**src/rtl/endian_pkg.sv**
```systemverilog
package endian_pkg;
  typedef enum logic [2:0] {
    SZ_BYTE  = 3'd0,
    SZ_HALF  = 3'd1,
    SZ_WORD  = 3'd2,
    SZ_DWORD = 3'd3,
    SZ_VEC   = 3'd4
  } opsize_e;
endpackage

```
**src/rtl/endian_mode_reg.sv**
```systemverilog
module endian_mode_reg (
  input  logic clk,
  input  logic rst_n,
  input  logic set_en,
  input  logic set_le,
  output logic le_q
);
  logic le_d;

  always_comb begin
    le_d = le_q;
    if (set_en) le_d = set_le;
  end

  always_ff @(posedge clk or negedge rst_n) begin
    if (!rst_n) le_q <= 1'b0;
    else        le_q <= le_d;
  end

  // mode only moves on a write request
  p_mode_hold_r3: assert property (@(posedge clk) disable iff (!rst_n)
    !set_en |=> $stable(le_q));
endmodule

```
**src/rtl/endian_addr_xform.sv**
```systemverilog
module endian_addr_xform #(
  parameter int ADDR_W = 32,
  parameter int OFF_W  = 3,
  parameter int LG_W   = 2
) (
  input  logic [ADDR_W-1:0] ea,
  input  logic [2:0]        size,
  input  logic              munge_en,
  output logic [ADDR_W-1:0] ma,
  output logic [LG_W-1:0]   size_lg,
  output logic              misaligned
);
  localparam int CW = OFF_W + 1;
  logic [OFF_W-1:0] low_mask;
  logic [OFF_W-1:0] flip;

  always_comb begin
    if (size >= 3'(OFF_W)) size_lg = LG_W'(OFF_W);
    else                   size_lg = LG_W'(size);
    low_mask   = OFF_W'((CW'(1) << size_lg) - CW'(1));
    flip       = munge_en ? ~low_mask : '0;
    misaligned = |(ea[OFF_W-1:0] & low_mask);
    ma         = {ea[ADDR_W-1:OFF_W], ea[OFF_W-1:0] ^ flip};
  end
endmodule

```
**src/rtl/endian_bus_swap.sv**
```systemverilog
module endian_bus_swap #(
  parameter int BYTES = 8
) (
  input  logic               en,
  input  logic [8*BYTES-1:0] din,
  output logic [8*BYTES-1:0] dout
);
  logic [8*BYTES-1:0] rev;

  for (genvar j = 0; j < BYTES; j++) begin : g_rev
    assign rev[8*j +: 8] = din[8*(BYTES-1-j) +: 8];
  end

  assign dout = en ? rev : din;
endmodule

```
**src/rtl/endian_lane_steer.sv**
```systemverilog
module endian_lane_steer #(
  parameter int BYTES = 8,
  parameter int OFF_W = 3,
  parameter int LG_W  = 2
) (
  input  logic               active,
  input  logic [OFF_W-1:0]   off,
  input  logic [LG_W-1:0]    size_lg,
  input  logic [8*BYTES-1:0] wdata,
  input  logic [8*BYTES-1:0] rlanes,
  output logic [BYTES-1:0]   be,
  output logic [8*BYTES-1:0] wlanes,
  output logic [8*BYTES-1:0] rdata
);
  localparam int CW = OFF_W + 1;
  logic [CW-1:0]      n_b, off_x, sh_b;
  logic [8*BYTES-1:0] opmask;

  always_comb begin
    off_x = {1'b0, off};
    n_b   = CW'(1) << size_lg;
    sh_b  = CW'(BYTES) - n_b - off_x;
  end

  for (genvar k = 0; k < BYTES; k++) begin : g_mask
    assign opmask[8*k +: 8] = (CW'(k) < n_b) ? 8'hFF : 8'h00;
  end

  for (genvar j = 0; j < BYTES; j++) begin : g_be
    localparam int LANE = BYTES - 1 - j;
    assign be[j] = active && (CW'(LANE) >= off_x) && (CW'(LANE) < off_x + n_b);
  end

  always_comb begin
    wlanes = active ? ((wdata & opmask) << {sh_b, 3'b000}) : '0;
    rdata  = active ? ((rlanes >> {sh_b, 3'b000}) & opmask) : '0;
  end
endmodule

```
**src/rtl/endian_munge_unit.sv**
```systemverilog
module endian_munge_unit #(
  parameter int ADDR_W = 32,
  parameter int DATA_W = 64
) (
  input  logic              clk,
  input  logic              rst_n,
  input  logic              mode_set,
  input  logic              mode_le_in,
  input  logic              swap_en,
  input  logic              req_valid,
  input  logic [ADDR_W-1:0] req_addr,
  input  logic [2:0]        req_size,
  input  logic              req_walk,
  input  logic [DATA_W-1:0] req_wdata,
  input  logic [DATA_W-1:0] bus_rdata,
  output logic              bus_valid,
  output logic [ADDR_W-1:0] bus_addr,
  output logic [DATA_W/8-1:0] bus_be,
  output logic [DATA_W-1:0] bus_wdata,
  output logic [DATA_W-1:0] rd_data,
  output logic              misalign_err
);
  import endian_pkg::*;

  localparam int BYTES = DATA_W / 8;
  localparam int OFF_W = $clog2(BYTES);
  localparam int LG_W  = $clog2(OFF_W + 1);

  logic              le_mode, munge_en, misaligned, active;
  logic [ADDR_W-1:0] ma;
  logic [LG_W-1:0]   size_lg;
  logic [DATA_W-1:0] wlanes, rlanes;

  endian_mode_reg i_mode (
    .clk(clk), .rst_n(rst_n), .set_en(mode_set), .set_le(mode_le_in), .le_q(le_mode)
  );

  assign munge_en = le_mode && !req_walk;

  endian_addr_xform #(.ADDR_W(ADDR_W), .OFF_W(OFF_W), .LG_W(LG_W)) i_xform (
    .ea(req_addr), .size(req_size), .munge_en(munge_en),
    .ma(ma), .size_lg(size_lg), .misaligned(misaligned)
  );

  assign active       = req_valid && !misaligned;
  assign bus_valid    = active;
  assign misalign_err = req_valid && misaligned;
  assign bus_addr     = ma;

  endian_bus_swap #(.BYTES(BYTES)) i_rswap (
    .en(swap_en), .din(bus_rdata), .dout(rlanes)
  );

  endian_lane_steer #(.BYTES(BYTES), .OFF_W(OFF_W), .LG_W(LG_W)) i_steer (
    .active(active), .off(ma[OFF_W-1:0]), .size_lg(size_lg), .wdata(req_wdata),
    .rlanes(rlanes), .be(bus_be), .wlanes(wlanes), .rdata(rd_data)
  );

  endian_bus_swap #(.BYTES(BYTES)) i_wswap (
    .en(swap_en), .din(wlanes), .dout(bus_wdata)
  );

  p_upper_kept_r2: assert property (@(posedge clk) disable iff (!rst_n)
    bus_addr[ADDR_W-1:OFF_W] == req_addr[ADDR_W-1:OFF_W]);

  p_walk_plain_r4: assert property (@(posedge clk) disable iff (!rst_n)
    (bus_valid && req_walk) |-> bus_addr == req_addr);

  p_wide_plain_r5: assert property (@(posedge clk) disable iff (!rst_n)
    (bus_valid && req_size >= SZ_DWORD) |-> bus_addr == req_addr);

  p_be_count_r6: assert property (@(posedge clk) disable iff (!rst_n)
    bus_valid |-> $countones(bus_be) == ((req_size >= SZ_DWORD) ? BYTES : (1 << req_size)));

  p_err_no_bus_r11: assert property (@(posedge clk) disable iff (!rst_n)
    misalign_err |-> (!bus_valid && bus_be == '0));
endmodule

```
**config.mk**
```make
export PLATFORM = sky130hd
export DESIGN_NAME = endian_munge_unit
export DESIGN_NICKNAME = d
export VERILOG_FILES = /design/src/rtl/endian_pkg.sv /design/src/rtl/endian_mode_reg.sv /design/src/rtl/endian_addr_xform.sv /design/src/rtl/endian_bus_swap.sv /design/src/rtl/endian_lane_steer.sv /design/src/rtl/endian_munge_unit.sv
export SDC_FILE = /design/constraint.sdc
export NUM_CORES = 1
export LEC_CHECK = 0
export BUFFER_PORTS_ARGS = -buffer_cell sky130_fd_sc_hd__clkbuf_2
export CAP_MARGIN = 20
export CORE_MARGIN = 2
export CORE_UTILIZATION = 30
export DETAILED_ROUTE_END_ITERATION = 16
export SLEW_MARGIN = 20
export SYNTH_ARGS = -nofsm -noshare
export SYNTH_HDL_FRONTEND = slang
export SYNTH_SLANG_ARGS = --single-unit
```
**constraint.sdc**
```tcl
create_clock -name clk -period 9.2 [get_ports clk]
set_input_delay 0.46 -clock clk [delete_from_list [all_inputs] [get_ports clk]]
set_output_delay 0.46 -clock clk [all_outputs]
set_load 0.01 [all_outputs]
```
==> results of run 1 <==
## placed cells by master (no fill, tap or decap), types with 5 or more instances in the layout
master	count
nand2_1	58
a21o_1	6
nand2b_1	18
a211o_1	6
mux2i_1	42
mux4_2	55
nand3_1	28
nor3_1	35
and2_1	11
o21ai_1	5
a22oi_1	18
o31ai_1	6
o22ai_1	7
o2bb2ai_1	18
mux2_2	20
nor2_1	100
a22o_1	11
a2bb2oi_1	5
a21oi_1	55
or3_1	16
nor2b_1	16
o21ai_0	61
o211ai_1	21
buf_4	10
o21a_1	14
inv_1	17
clkbuf_2	280
## path summary, 6_finish.rpt
path / endpoint / cells past startpoint / slack [ns]
min reg2reg: i_mode.le_q / 1 / 0.50
max: bus_wdata[34] / 15 / 3.40
min in group clk: i_mode.le_q / 1 / 0.50
max in group asynchronous: i_mode.le_q / 1 / 8.88
max reg2reg: i_mode.le_q / 1 / 8.47
min: i_mode.le_q / 1 / 0.24
## through the flow
stage,util (%),total power [uW],cell area [um2],worst slack [ns],hold WS [ns]
global placement,37.0,614,7190,3.70,0.236
detailed placement,37.0,616,7190,3.59,0.236
global route,37.0,678,7190,3.10,0.245
finish,37.0,630,7190,3.40,0.235
CTS,37.0,618,7190,3.59,0.236
floorplan,-,453,5970,5.02,0.164
## routing by layer
metal,wire length (um),vias up
met3,2950,70
met5,13,-
met2,12500,523
met4,868,2
li1,-,3458
met1,10900,3637
## cells in the mapped netlist, types with 4 or more instances
| library cell | n |
|---|---|
| clkbuf_1 | 47 |
| o21a_1 | 14 |
| buf_2 | 24 |
| and3_1 | 4 |
| nand3_1 | 28 |
| buf_4 | 34 |
| a22oi_1 | 18 |
| a211o_1 | 6 |
| xnor2_1 | 4 |
| a2bb2oi_1 | 5 |
| o211ai_1 | 21 |
| o21ai_1 | 5 |
| a211oi_1 | 4 |
| a21o_1 | 6 |
| or3_1 | 16 |
| nand2b_1 | 18 |
| o21ai_0 | 61 |
| a32o_1 | 4 |
| nand2_1 | 58 |
| and2_1 | 11 |
| a22o_1 | 11 |
| o31ai_1 | 6 |
| mux2i_1 | 42 |
| nor2b_1 | 17 |
| nor2_1 | 100 |
| o2bb2ai_1 | 18 |
| ha_1 | 6 |
| a21oi_1 | 55 |
| mux2_2 | 20 |
| inv_1 | 19 |
| o32ai_1 | 4 |
| o22ai_1 | 7 |
| buf_1 | 8 |
| mux4_2 | 55 |
| nor3_1 | 35 |
## power groups by stage
stage | registers (uW) | logic (uW) | clock network [uW]
final | 5.15 | 625 | 0
after global routing | 5.25 | 673 | 0
after CTS | 5.16 | 613 | 0
after detailed placement | 5.16 | 610 | 0
after global placement | 5.16 | 609 | 0
after floorplan | 5.10 | 448 | 0
## critical path, stage by stage
cell,delay (ns)
clkbuf_2,0.25
nor2_1,0.90
nand2_1,0.25
inv_1,0.14
ha_1,0.16
inv_1,0.05
ha_2,0.18
fa_2,0.51
buf_4,0.64
inv_2,0.07
nor2_1,0.67
a22oi_1,0.26
a2bb2oi_1,0.19
o22ai_1,0.38
clkbuf_2,0.21
## area by class of cell
class	instances	area, um2	share of cell area, %
multi-input combinational	694	5280	73.4
timing repair buffer	290	1480	20.5
tap	265	332	4.61
inverter	21	78.8	1.10
sequential	1	25.0	0.348
## cell families (layout without fill, tap and decap cells)
| group | after synthesis | in the layout | share of synthesized area (%) |
|---|---|---|---|
| AND/OR/NAND/NOR | 293 | 293 | 22.9 |
| AO/OA/AOI/OAI | 267 | 267 | 30.2 |
| buffers and inverters | 136 | 311 | 11.4 |
| multiplexers | 118 | 118 | 31.8 |
| adder cells (fa/ha/maj) | 8 | 8 | 1.93 |
| XOR/XNOR | 8 | 8 | 1.30 |
| flip-flops | 1 | 1 | 0.419 |
==> flow_results.xml, run 1 <==
<?xml version="1.0" encoding="UTF-8"?>
<metrics>
  <group name="status">
    <metric name="result_of_the_run" unit="">completed</metric>
  </group>
  <group name="setup_path">
    <metric name="timing.critical_path.from" unit="">req_size[2]</metric>
    <metric name="crit_path_capture_type" unit="">primary output</metric>
    <metric name="crit_path_start_kind" unit="">input pin</metric>
    <metric name="timing.setup.critical_path_class" unit="">in2out</metric>
    <metric name="required_arrival_time_at_the_worst_endpoint" unit="ns">8.74</metric>
    <metric name="rr_startpoint" unit="">i_mode.le_q</metric>
    <metric name="worst-endpoint-arrival" unit="ns">5.34</metric>
    <metric name="cp_max_fo" unit="">74</metric>
  </group>
  <group name="timing">
    <metric name="worst_clock_skew_on_the_final_layout" unit="ns">0</metric>
    <metric name="max_freq" unit="MHz">173</metric>
    <metric name="fin_crit" unit="ns">5.80</metric>
    <metric name="setup_tns" unit="ns">0</metric>
    <metric name="hold_viol_final" unit="">0</metric>
    <metric name="final-max-slew-violation-count" unit="">0</metric>
    <metric name="final.period_utilization" unit="%">63.0</metric>
    <metric name="setup_repair_after_global_routing_missed_its_margin" unit="">false</metric>
    <metric name="report.final.setup_viol" unit="">0</metric>
    <metric name="max_slew_margin" unit="%">26.5</metric>
    <metric name="tightest_slew" unit="ns">1.10</metric>
  </group>
  <group name="power_and_ir_drop">
    <metric name="p_per_area" unit="nW/um2">87.6</metric>
    <metric name="seq_power_share" unit="%">0.8</metric>
    <metric name="power_frac_clock" unit="%">0</metric>
    <metric name="p_leak" unit="uW">0.00313</metric>
    <metric name="internal-power" unit="uW">245</metric>
    <metric name="switching_share" unit="%">61.1</metric>
    <metric name="power.net_switching" unit="uW">385</metric>
    <metric name="power_frac_comb" unit="%">99.2</metric>
    <metric name="ir_worst_vdd" unit="uV">56.3</metric>
  </group>
  <group name="clock_network">
    <metric name="total_setup_buffers_inserted_after_cts" unit="">0</metric>
    <metric name="postCtsHoldBufs" unit="">0</metric>
    <metric name="cts_repair_resize_count" unit="">0</metric>
    <metric name="clk_latency" unit="ns">0</metric>
    <metric name="cts.reportedPaths.clkPinSlew" unit="ns">0</metric>
  </group>
  <group name="floorplan">
    <metric name="start_util" unit="%">30.7</metric>
    <metric name="width_of_the_chip" unit="um">145</metric>
    <metric name="fp.dieArea" unit="um2">21000</metric>
    <metric name="core_area" unit="um2">19500</metric>
    <metric name="floorplan.rows" unit="">51</metric>
    <metric name="floorplan.io_pins" unit="">340</metric>
    <metric name="floorplan.die.height" unit="um">145</metric>
  </group>
  <group name="grt">
    <metric name="maximum_number_of_pins_on_one_net_before_global_route_repair" unit="">85</metric>
    <metric name="global_route.usage.total" unit="%">24.0</metric>
    <metric name="busiest_layer" unit="">met2</metric>
    <metric name="groute.layer.met3.usage" unit="%">4.72</metric>
    <metric name="gr-usage-met2" unit="%">38.9</metric>
    <metric name="globalRouteMet1Util" unit="%">32.4</metric>
    <metric name="vias_in_the_first_global_route" unit="">7212</metric>
    <metric name="antenna_violations_before_repair" unit="">1</metric>
    <metric name="grt_overflow" unit="">0</metric>
    <metric name="global_route_wire_length_before_repair" unit="um">41300</metric>
  </group>
  <group name="synthesis">
    <metric name="postSynthNetCount" unit="">1009</metric>
    <metric name="synth_area_leaders" unit="">mux4_2 21%, mux2i_1 7.0%, nor2_1 6.3%</metric>
    <metric name="netlist.top_cell.by_area" unit="">mux4_2</metric>
    <metric name="synth_async_sr_flop_share" unit="%">100</metric>
    <metric name="post-synth-top-area-fraction" unit="%">20.8</metric>
    <metric name="ys_dominant_reg_cell" unit="">dfrtp_1</metric>
    <metric name="synth.avg_cell_area" unit="um2">7.18</metric>
    <metric name="ys_types" unit="">61</metric>
    <metric name="synth-edff-count" unit="">0</metric>
    <metric name="sequential_share_of_the_synthesized_area" unit="%">0.419</metric>
    <metric name="mappedNetlistArea" unit="um2">5970</metric>
    <metric name="post_synthesis_register_bit_count" unit="">1</metric>
    <metric name="netlist_instances" unit="">831</metric>
    <metric name="synth_warnings" unit="">0</metric>
  </group>
  <group name="finish">
    <metric name="largest_registers" unit="">i_mode.le_q (1)</metric>
    <metric name="n_fill_cell" unit="">2069</metric>
    <metric name="layout_cells_sized_above_1" unit="%">38.0</metric>
    <metric name="antenna_cells_inserted" unit="">0</metric>
    <metric name="fin_cells" unit="">1271</metric>
    <metric name="largest-register" unit="">i_mode.le_q</metric>
    <metric name="syn2layout_area_growth" unit="%">20.5</metric>
    <metric name="largest_register_ffs" unit="">1</metric>
    <metric name="final_net_count" unit="">1186</metric>
  </group>
  <group name="drt">
    <metric name="detail_route.first_pass.iterations" unit="">5</metric>
    <metric name="drt.antenna.violating_nets" unit="">0</metric>
    <metric name="wl" unit="um">27200</metric>
    <metric name="wl_per_cell" unit="um">21.4</metric>
    <metric name="drc_errors" unit="">0</metric>
    <metric name="detailroute.via_count" unit="">7690</metric>
    <metric name="route.detailed.vias_per_inst" unit="">6.05</metric>
    <metric name="detailedRoute.firstIterationViolations" unit="">1001</metric>
  </group>
  <group name="placement">
    <metric name="routabilityCongestion" unit="">0.943</metric>
    <metric name="place_inst" unit="">1271</metric>
    <metric name="place.detailed.hpwl" unit="um">20600</metric>
    <metric name="place.port_buffers" unit="">281</metric>
  </group>
  <group name="min_path">
    <metric name="hold_class" unit="">in2async</metric>
  </group>
  <group name="flow_run">
    <metric name="drv.max_cap_violation_count" unit="">0</metric>
  </group>
</metrics>
Note: power is estimated with default switching activity, not from simulation.
==> inputs of run 2 (changes only) <==
==> constraint.sdc (replaced) <==
create_clock -name clk -period 5.1 [get_ports clk]
set_input_delay 0.255 -clock clk [delete_from_list [all_inputs] [get_ports clk]]
set_output_delay 0.255 -clock clk [all_outputs]
set_load 0.01 [all_outputs]
==> run 2 against run 1 <==
Register-to-register slack got worse by 4.1 ns. Largest cell class unchanged. Critical endpoint is now rd_data[62]. Flip-flop and latch count did not move. Clock skew unchanged.
==> flow_results.xml, run 2 (synthesized netlist as in run 1, its figures left out) <==
<?xml version="1.0" encoding="UTF-8"?>
<metrics>
  <group name="timing">
    <metric name="setup_repair_after_global_routing_missed_its_margin" unit="">false</metric>
    <metric name="max_slew_margin" unit="%">40.6</metric>
    <metric name="setup_tns" unit="ns">0</metric>
    <metric name="report.final.setup_viol" unit="">0</metric>
    <metric name="worst_clock_skew_on_the_final_layout" unit="ns">0</metric>
    <metric name="worst_slack" unit="ns">0.688</metric>
    <metric name="hold_viol_final" unit="">0</metric>
    <metric name="tightest_slew" unit="ns">0.890</metric>
    <metric name="fin_crit" unit="ns">4.41</metric>
    <metric name="whs" unit="ns">0.0336</metric>
    <metric name="max_freq" unit="MHz">227</metric>
    <metric name="final.period_utilization" unit="%">86.5</metric>
    <metric name="final-max-slew-violation-count" unit="">0</metric>
  </group>
  <group name="setup_path">
    <metric name="ff2ff_setup_slack" unit="ns">4.35</metric>
    <metric name="worst-endpoint-arrival" unit="ns">4.16</metric>
    <metric name="cpMaxStageDelayCell" unit="">or4b_4</metric>
    <metric name="worstReg2RegEnd" unit="">i_mode.le_q</metric>
    <metric name="cp_max_fo" unit="">19</metric>
    <metric name="worstPathCellList" unit="">clkbuf_2 &gt; or4b_4 &gt; xnor2_1 &gt; ha_1 &gt; inv_1 &gt; ha_2 &gt; fa_2 &gt; or2_2 &gt; nor3_1 &gt; nand3_1 &gt; nor2_1 &gt; clkbuf_2</metric>
    <metric name="timing.critical_path.from" unit="">req_size[2]</metric>
    <metric name="critPathMostFrequentCell" unit="">clkbuf_2</metric>
    <metric name="crit_path_start_kind" unit="">input pin</metric>
    <metric name="required_arrival_time_at_the_worst_endpoint" unit="ns">4.85</metric>
    <metric name="worst-r2r-cell-count" unit="">1</metric>
    <metric name="highest_cell_delay_on_the_worst_timing_path" unit="ns">0.58</metric>
    <metric name="timing.setup.critical_path_class" unit="">in2out</metric>
    <metric name="crit_path_capture_type" unit="">primary output</metric>
    <metric name="rr_startpoint" unit="">i_mode.le_q</metric>
  </group>
  <group name="grt">
    <metric name="antenna_violations_before_repair" unit="">1</metric>
    <metric name="global_route.usage.total" unit="%">23.6</metric>
    <metric name="vias_in_the_first_global_route" unit="">7159</metric>
    <metric name="maximum_number_of_pins_on_one_net_before_global_route_repair" unit="">53</metric>
    <metric name="grt_overflow" unit="">0</metric>
    <metric name="global_route_wire_length_before_repair" unit="um">40700</metric>
  </group>
  <group name="finish">
    <metric name="final_net_count" unit="">1203</metric>
    <metric name="syn2layout_area_growth" unit="%">23.1</metric>
    <metric name="antenna_cells_inserted" unit="">0</metric>
    <metric name="layout_common_cells" unit="">280 x clkbuf_2, 100 x nor2_1, 61 x o21ai_0</metric>
    <metric name="mostFrequentLayoutCell" unit="">clkbuf_2</metric>
    <metric name="largest_register_ffs" unit="">1</metric>
    <metric name="layout_cells_sized_above_1" unit="%">39.0</metric>
    <metric name="largest_registers" unit="">i_mode.le_q (1)</metric>
    <metric name="largest-register" unit="">i_mode.le_q</metric>
    <metric name="fin_cells" unit="">1288</metric>
  </group>
  <group name="clock_network">
    <metric name="clk_latency" unit="ns">0</metric>
    <metric name="postCtsHoldBufs" unit="">0</metric>
    <metric name="cts.reportedPaths.clkPinSlew" unit="ns">0</metric>
    <metric name="total_setup_buffers_inserted_after_cts" unit="">0</metric>
    <metric name="cts_repair_resize_count" unit="">0</metric>
  </group>
  <group name="drt">
    <metric name="drc_errors" unit="">0</metric>
    <metric name="detail_route.first_pass.iterations" unit="">5</metric>
    <metric name="drt.antenna.violating_nets" unit="">0</metric>
    <metric name="detailroute.via_count" unit="">7679</metric>
    <metric name="wl_per_cell" unit="um">20.6</metric>
    <metric name="wl" unit="um">26500</metric>
    <metric name="detailedRoute.firstIterationViolations" unit="">879</metric>
    <metric name="route.detailed.vias_per_inst" unit="">5.96</metric>
  </group>
  <group name="power_and_ir_drop">
    <metric name="post_route_total_power" unit="uW">1140</metric>
    <metric name="p_leak" unit="uW">0.00323</metric>
    <metric name="ir_worst_vdd" unit="uV">78.6</metric>
    <metric name="p_per_area" unit="nW/um2">156</metric>
  </group>
  <group name="min_path">
    <metric name="hold_class" unit="">in2async</metric>
  </group>
  <group name="floorplan">
    <metric name="floorplan.io_pins" unit="">340</metric>
    <metric name="core_area" unit="um2">19500</metric>
    <metric name="width_of_the_chip" unit="um">145</metric>
    <metric name="fp.dieArea" unit="um2">21000</metric>
    <metric name="start_util" unit="%">30.7</metric>
    <metric name="floorplan.die.height" unit="um">145</metric>
    <metric name="floorplan.rows" unit="">51</metric>
  </group>
  <group name="status">
    <metric name="result_of_the_run" unit="">completed</metric>
  </group>
  <group name="placement">
    <metric name="place_worst_setup_slack" unit="ns">0.643</metric>
    <metric name="place_inst" unit="">1288</metric>
    <metric name="place.port_buffers" unit="">281</metric>
    <metric name="routabilityCongestion" unit="">0.923</metric>
    <metric name="place.detailed.hpwl" unit="um">20600</metric>
  </group>
  <group name="flow_run">
    <metric name="drv.max_cap_violation_count" unit="">0</metric>
  </group>
</metrics>
[run 2: cell count changes in the layout (fill, tap and decap cells not counted)]
cell	before	now
buf_12	0	2
buf_4	10	25
[run 2: layer usage]
metal / track usage (%) / wire length (um)
met3: 4.62 / 2760
met5: 0 / 13
met4: 6.04 / 827
met2: 38.2 / 12200
met1: 32.3 / 10700
[run 2: stage by stage]
step	instance area (um2)	utilization (%)
detailed placement	7340	37.7
floorplan	5970	-
global placement	7340	37.7
CTS	7340	37.7
finish	7340	37.7
global route	7340	37.7
[run 2: power by group]
part           internal (uW)  leakage, uW  switching [uW]
combinational            452      0.00321             683
clock                      0            0               0
sequential              8.89    0.0000117           0.529
total                    461      0.00323             683
[run 2: critical path: cells and delay by family]
family	cells	cell delay [ns]
adder cells (fa/ha/maj)	3	0.97
AND/OR/NAND/NOR	5	2.05
buffers and inverters	3	0.48
XOR/XNOR	1	0.39
[run 2: cell type report]
cell class	instances	area, um2
well taps	265	332
multi-input cells	694	5280
repair buffers	307	1630
inverters	21	78.8
flip-flops and latches	1	25.0
fillers	2081	12100
[run 2: worst max-delay path by stage]
stage,endpoint,slack (ns),cells past startpoint
floorplan,bus_wdata[17],1.33,15
global placement,rd_data[60],0.81,12
detailed placement,rd_data[57],0.64,12
CTS,rd_data[57],0.65,12
global route,rd_data[56],0.40,12
finish,rd_data[62],0.69,12
==> inputs of run 3 (changes only) <==
--- a/config.mk
+++ b/config.mk
@@ -7,8 +7,9 @@
 export LEC_CHECK = 0
 export BUFFER_PORTS_ARGS = -buffer_cell sky130_fd_sc_hd__clkbuf_2
 export CAP_MARGIN = 20
-export CORE_MARGIN = 2
+export CORE_MARGIN = 5
 export CORE_UTILIZATION = 30
+export CTS_BUF_LIST = sky130_fd_sc_hd__clkbuf_8
 export DETAILED_ROUTE_END_ITERATION = 16
 export SLEW_MARGIN = 20
 export SYNTH_ARGS = -nofsm -noshare
==> run 3 against run 2 <==
Sequential share of layout area is essentially flat. Critical path depth grew 2. First-iteration DRC count shrank 5.0%. Largest cell class unchanged. Highest routed layer is now met4.
==> flow_results.xml, run 3 (synthesized netlist as in run 1, its figures left out) <==
<?xml version="1.0" encoding="UTF-8"?>
<metrics>
  <group name="finish">
    <metric name="layout.core_utilization" unit="%">37.4</metric>
    <metric name="largest-register" unit="">i_mode.le_q</metric>
    <metric name="layout_common_cells" unit="">280 x clkbuf_2, 100 x nor2_1, 61 x o21ai_0</metric>
    <metric name="final_net_count" unit="">1200</metric>
    <metric name="layout_cells_sized_above_1" unit="%">38.8</metric>
    <metric name="largest_register_ffs" unit="">1</metric>
    <metric name="largest_registers" unit="">i_mode.le_q (1)</metric>
    <metric name="mostFrequentLayoutCell" unit="">clkbuf_2</metric>
    <metric name="syn2layout_area_growth" unit="%">22.5</metric>
  </group>
  <group name="setup_path">
    <metric name="required_arrival_time_at_the_worst_endpoint" unit="ns">4.85</metric>
    <metric name="cp_max_fo" unit="">18</metric>
    <metric name="worstPathCellList" unit="">clkbuf_2 &gt; buf_4 &gt; or4b_4 &gt; xnor2_1 &gt; ha_1 &gt; inv_1 &gt; ha_2 &gt; fa_2 &gt; xor2_1 &gt; xnor2_1 &gt; a21oi_2 &gt; nand3_1 &gt; a21oi_1 &gt; clkbuf_2</metric>
    <metric name="worst-endpoint-arrival" unit="ns">4.39</metric>
    <metric name="crit_path_capture_type" unit="">primary output</metric>
    <metric name="highest_cell_delay_on_the_worst_timing_path" unit="ns">0.67</metric>
    <metric name="cpMaxStageDelayCell" unit="">nand3_1</metric>
    <metric name="ff2ff_setup_slack" unit="ns">4.36</metric>
    <metric name="crit_path_start_kind" unit="">input pin</metric>
    <metric name="timing.setup.critical_path_class" unit="">in2out</metric>
  </group>
  <group name="floorplan">
    <metric name="floorplan.die.height" unit="um">151</metric>
    <metric name="fp.dieArea" unit="um2">22800</metric>
    <metric name="start_util" unit="%">30.6</metric>
    <metric name="floorplan.rows" unit="">51</metric>
    <metric name="floorplan.io_pins" unit="">340</metric>
    <metric name="core_area" unit="um2">19500</metric>
    <metric name="width_of_the_chip" unit="um">151</metric>
  </group>
  <group name="drt">
    <metric name="detailedRoute.firstIterationViolations" unit="">835</metric>
    <metric name="detail_route.first_pass.iterations" unit="">6</metric>
    <metric name="route.detailed.vias_per_inst" unit="">6.02</metric>
    <metric name="wl" unit="um">28900</metric>
    <metric name="wl_per_cell" unit="um">22.5</metric>
    <metric name="drt.antenna.violating_nets" unit="">0</metric>
    <metric name="drc_errors" unit="">0</metric>
    <metric name="detailroute.via_count" unit="">7738</metric>
  </group>
  <group name="timing">
    <metric name="final.period_utilization" unit="%">91.2</metric>
    <metric name="max_slew_margin" unit="%">38.7</metric>
    <metric name="worst_slack" unit="ns">0.451</metric>
    <metric name="setup_repair_after_global_routing_missed_its_margin" unit="">false</metric>
    <metric name="report.final.setup_viol" unit="">0</metric>
    <metric name="tightest_slew" unit="ns">0.919</metric>
    <metric name="worst_clock_skew_on_the_final_layout" unit="ns">0</metric>
    <metric name="hold_viol_final" unit="">0</metric>
    <metric name="fin_crit" unit="ns">4.65</metric>
    <metric name="whs" unit="ns">0.0298</metric>
    <metric name="setup_tns" unit="ns">0</metric>
    <metric name="max_freq" unit="MHz">215</metric>
    <metric name="final-max-slew-violation-count" unit="">0</metric>
  </group>
  <group name="grt">
    <metric name="global_route_wire_length_before_repair" unit="um">43000</metric>
    <metric name="maximum_number_of_pins_on_one_net_before_global_route_repair" unit="">51</metric>
    <metric name="global_route.usage.total" unit="%">23.6</metric>
    <metric name="grt_overflow" unit="">0</metric>
    <metric name="vias_in_the_first_global_route" unit="">7288</metric>
    <metric name="antenna_violations_before_repair" unit="">1</metric>
  </group>
  <group name="flow_run">
    <metric name="drv.max_cap_violation_count" unit="">0</metric>
  </group>
  <group name="clock_network">
    <metric name="cts_repair_resize_count" unit="">0</metric>
    <metric name="clk_latency" unit="ns">0</metric>
    <metric name="total_setup_buffers_inserted_after_cts" unit="">0</metric>
    <metric name="postCtsHoldBufs" unit="">0</metric>
    <metric name="cts.reportedPaths.clkPinSlew" unit="ns">0</metric>
  </group>
  <group name="status">
    <metric name="result_of_the_run" unit="">completed</metric>
  </group>
  <group name="placement">
    <metric name="place.port_buffers" unit="">281</metric>
    <metric name="routabilityCongestion" unit="">0.954</metric>
    <metric name="place.detailed.hpwl" unit="um">22400</metric>
    <metric name="place_worst_setup_slack" unit="ns">0.513</metric>
  </group>
  <group name="min_path">
    <metric name="hold_class" unit="">in2async</metric>
  </group>
</metrics>
## run 3: cell count changes in the layout (fill, tap and decap cells not counted)
cell,change
buf_4,-2
diode_2,+1
buf_12,-1
## run 3: worst max-delay path, delay by kind of cell
family | cells | cell delay [ns]
buffers and inverters | 4 | 0.53
adders and majority gates | 3 | 0.73
and+or+nand+nor | 2 | 1.19
AOI/OAI and AO/OA | 2 | 0.84
xor gates and xnor gates | 3 | 0.82
## run 3: layer usage
metal	GRT usage, %	wire length (um)
met5	0	0
met4	7.39	949
met3	4.70	3180
met2	37.5	13300
met1	32.3	11500
## run 3: path summary, 6_finish.rpt
path / startpoint / end / cells after the start
max in group asynchronous: rst_n / i_mode.le_q / 1
hold reg to reg: i_mode.le_q / i_mode.le_q / 1
min in group clk: mode_le_in / i_mode.le_q / 2
setup / recovery: req_size[2] / rd_data[31] / 14
setup reg to reg: i_mode.le_q / i_mode.le_q / 1
hold / removal: rst_n / i_mode.le_q / 1
## run 3: cell type report
cell class                 instances  area [um2]
antenna                            1        2.50
timing repair buffer             304        1590
fill                            2142       12200
tap                              265         332
multi-input combinational        694        5280
sequential                         1        25.0
inverter                          21        78.8
## run 3: through the flow
stage                     area (um2)  cells
after CTS                       7310   1285
after detailed placement        7310   1285
after global routing            7310   1285
after floorplan                 5970    831
after global placement          7310   1285
final                           7310   1286
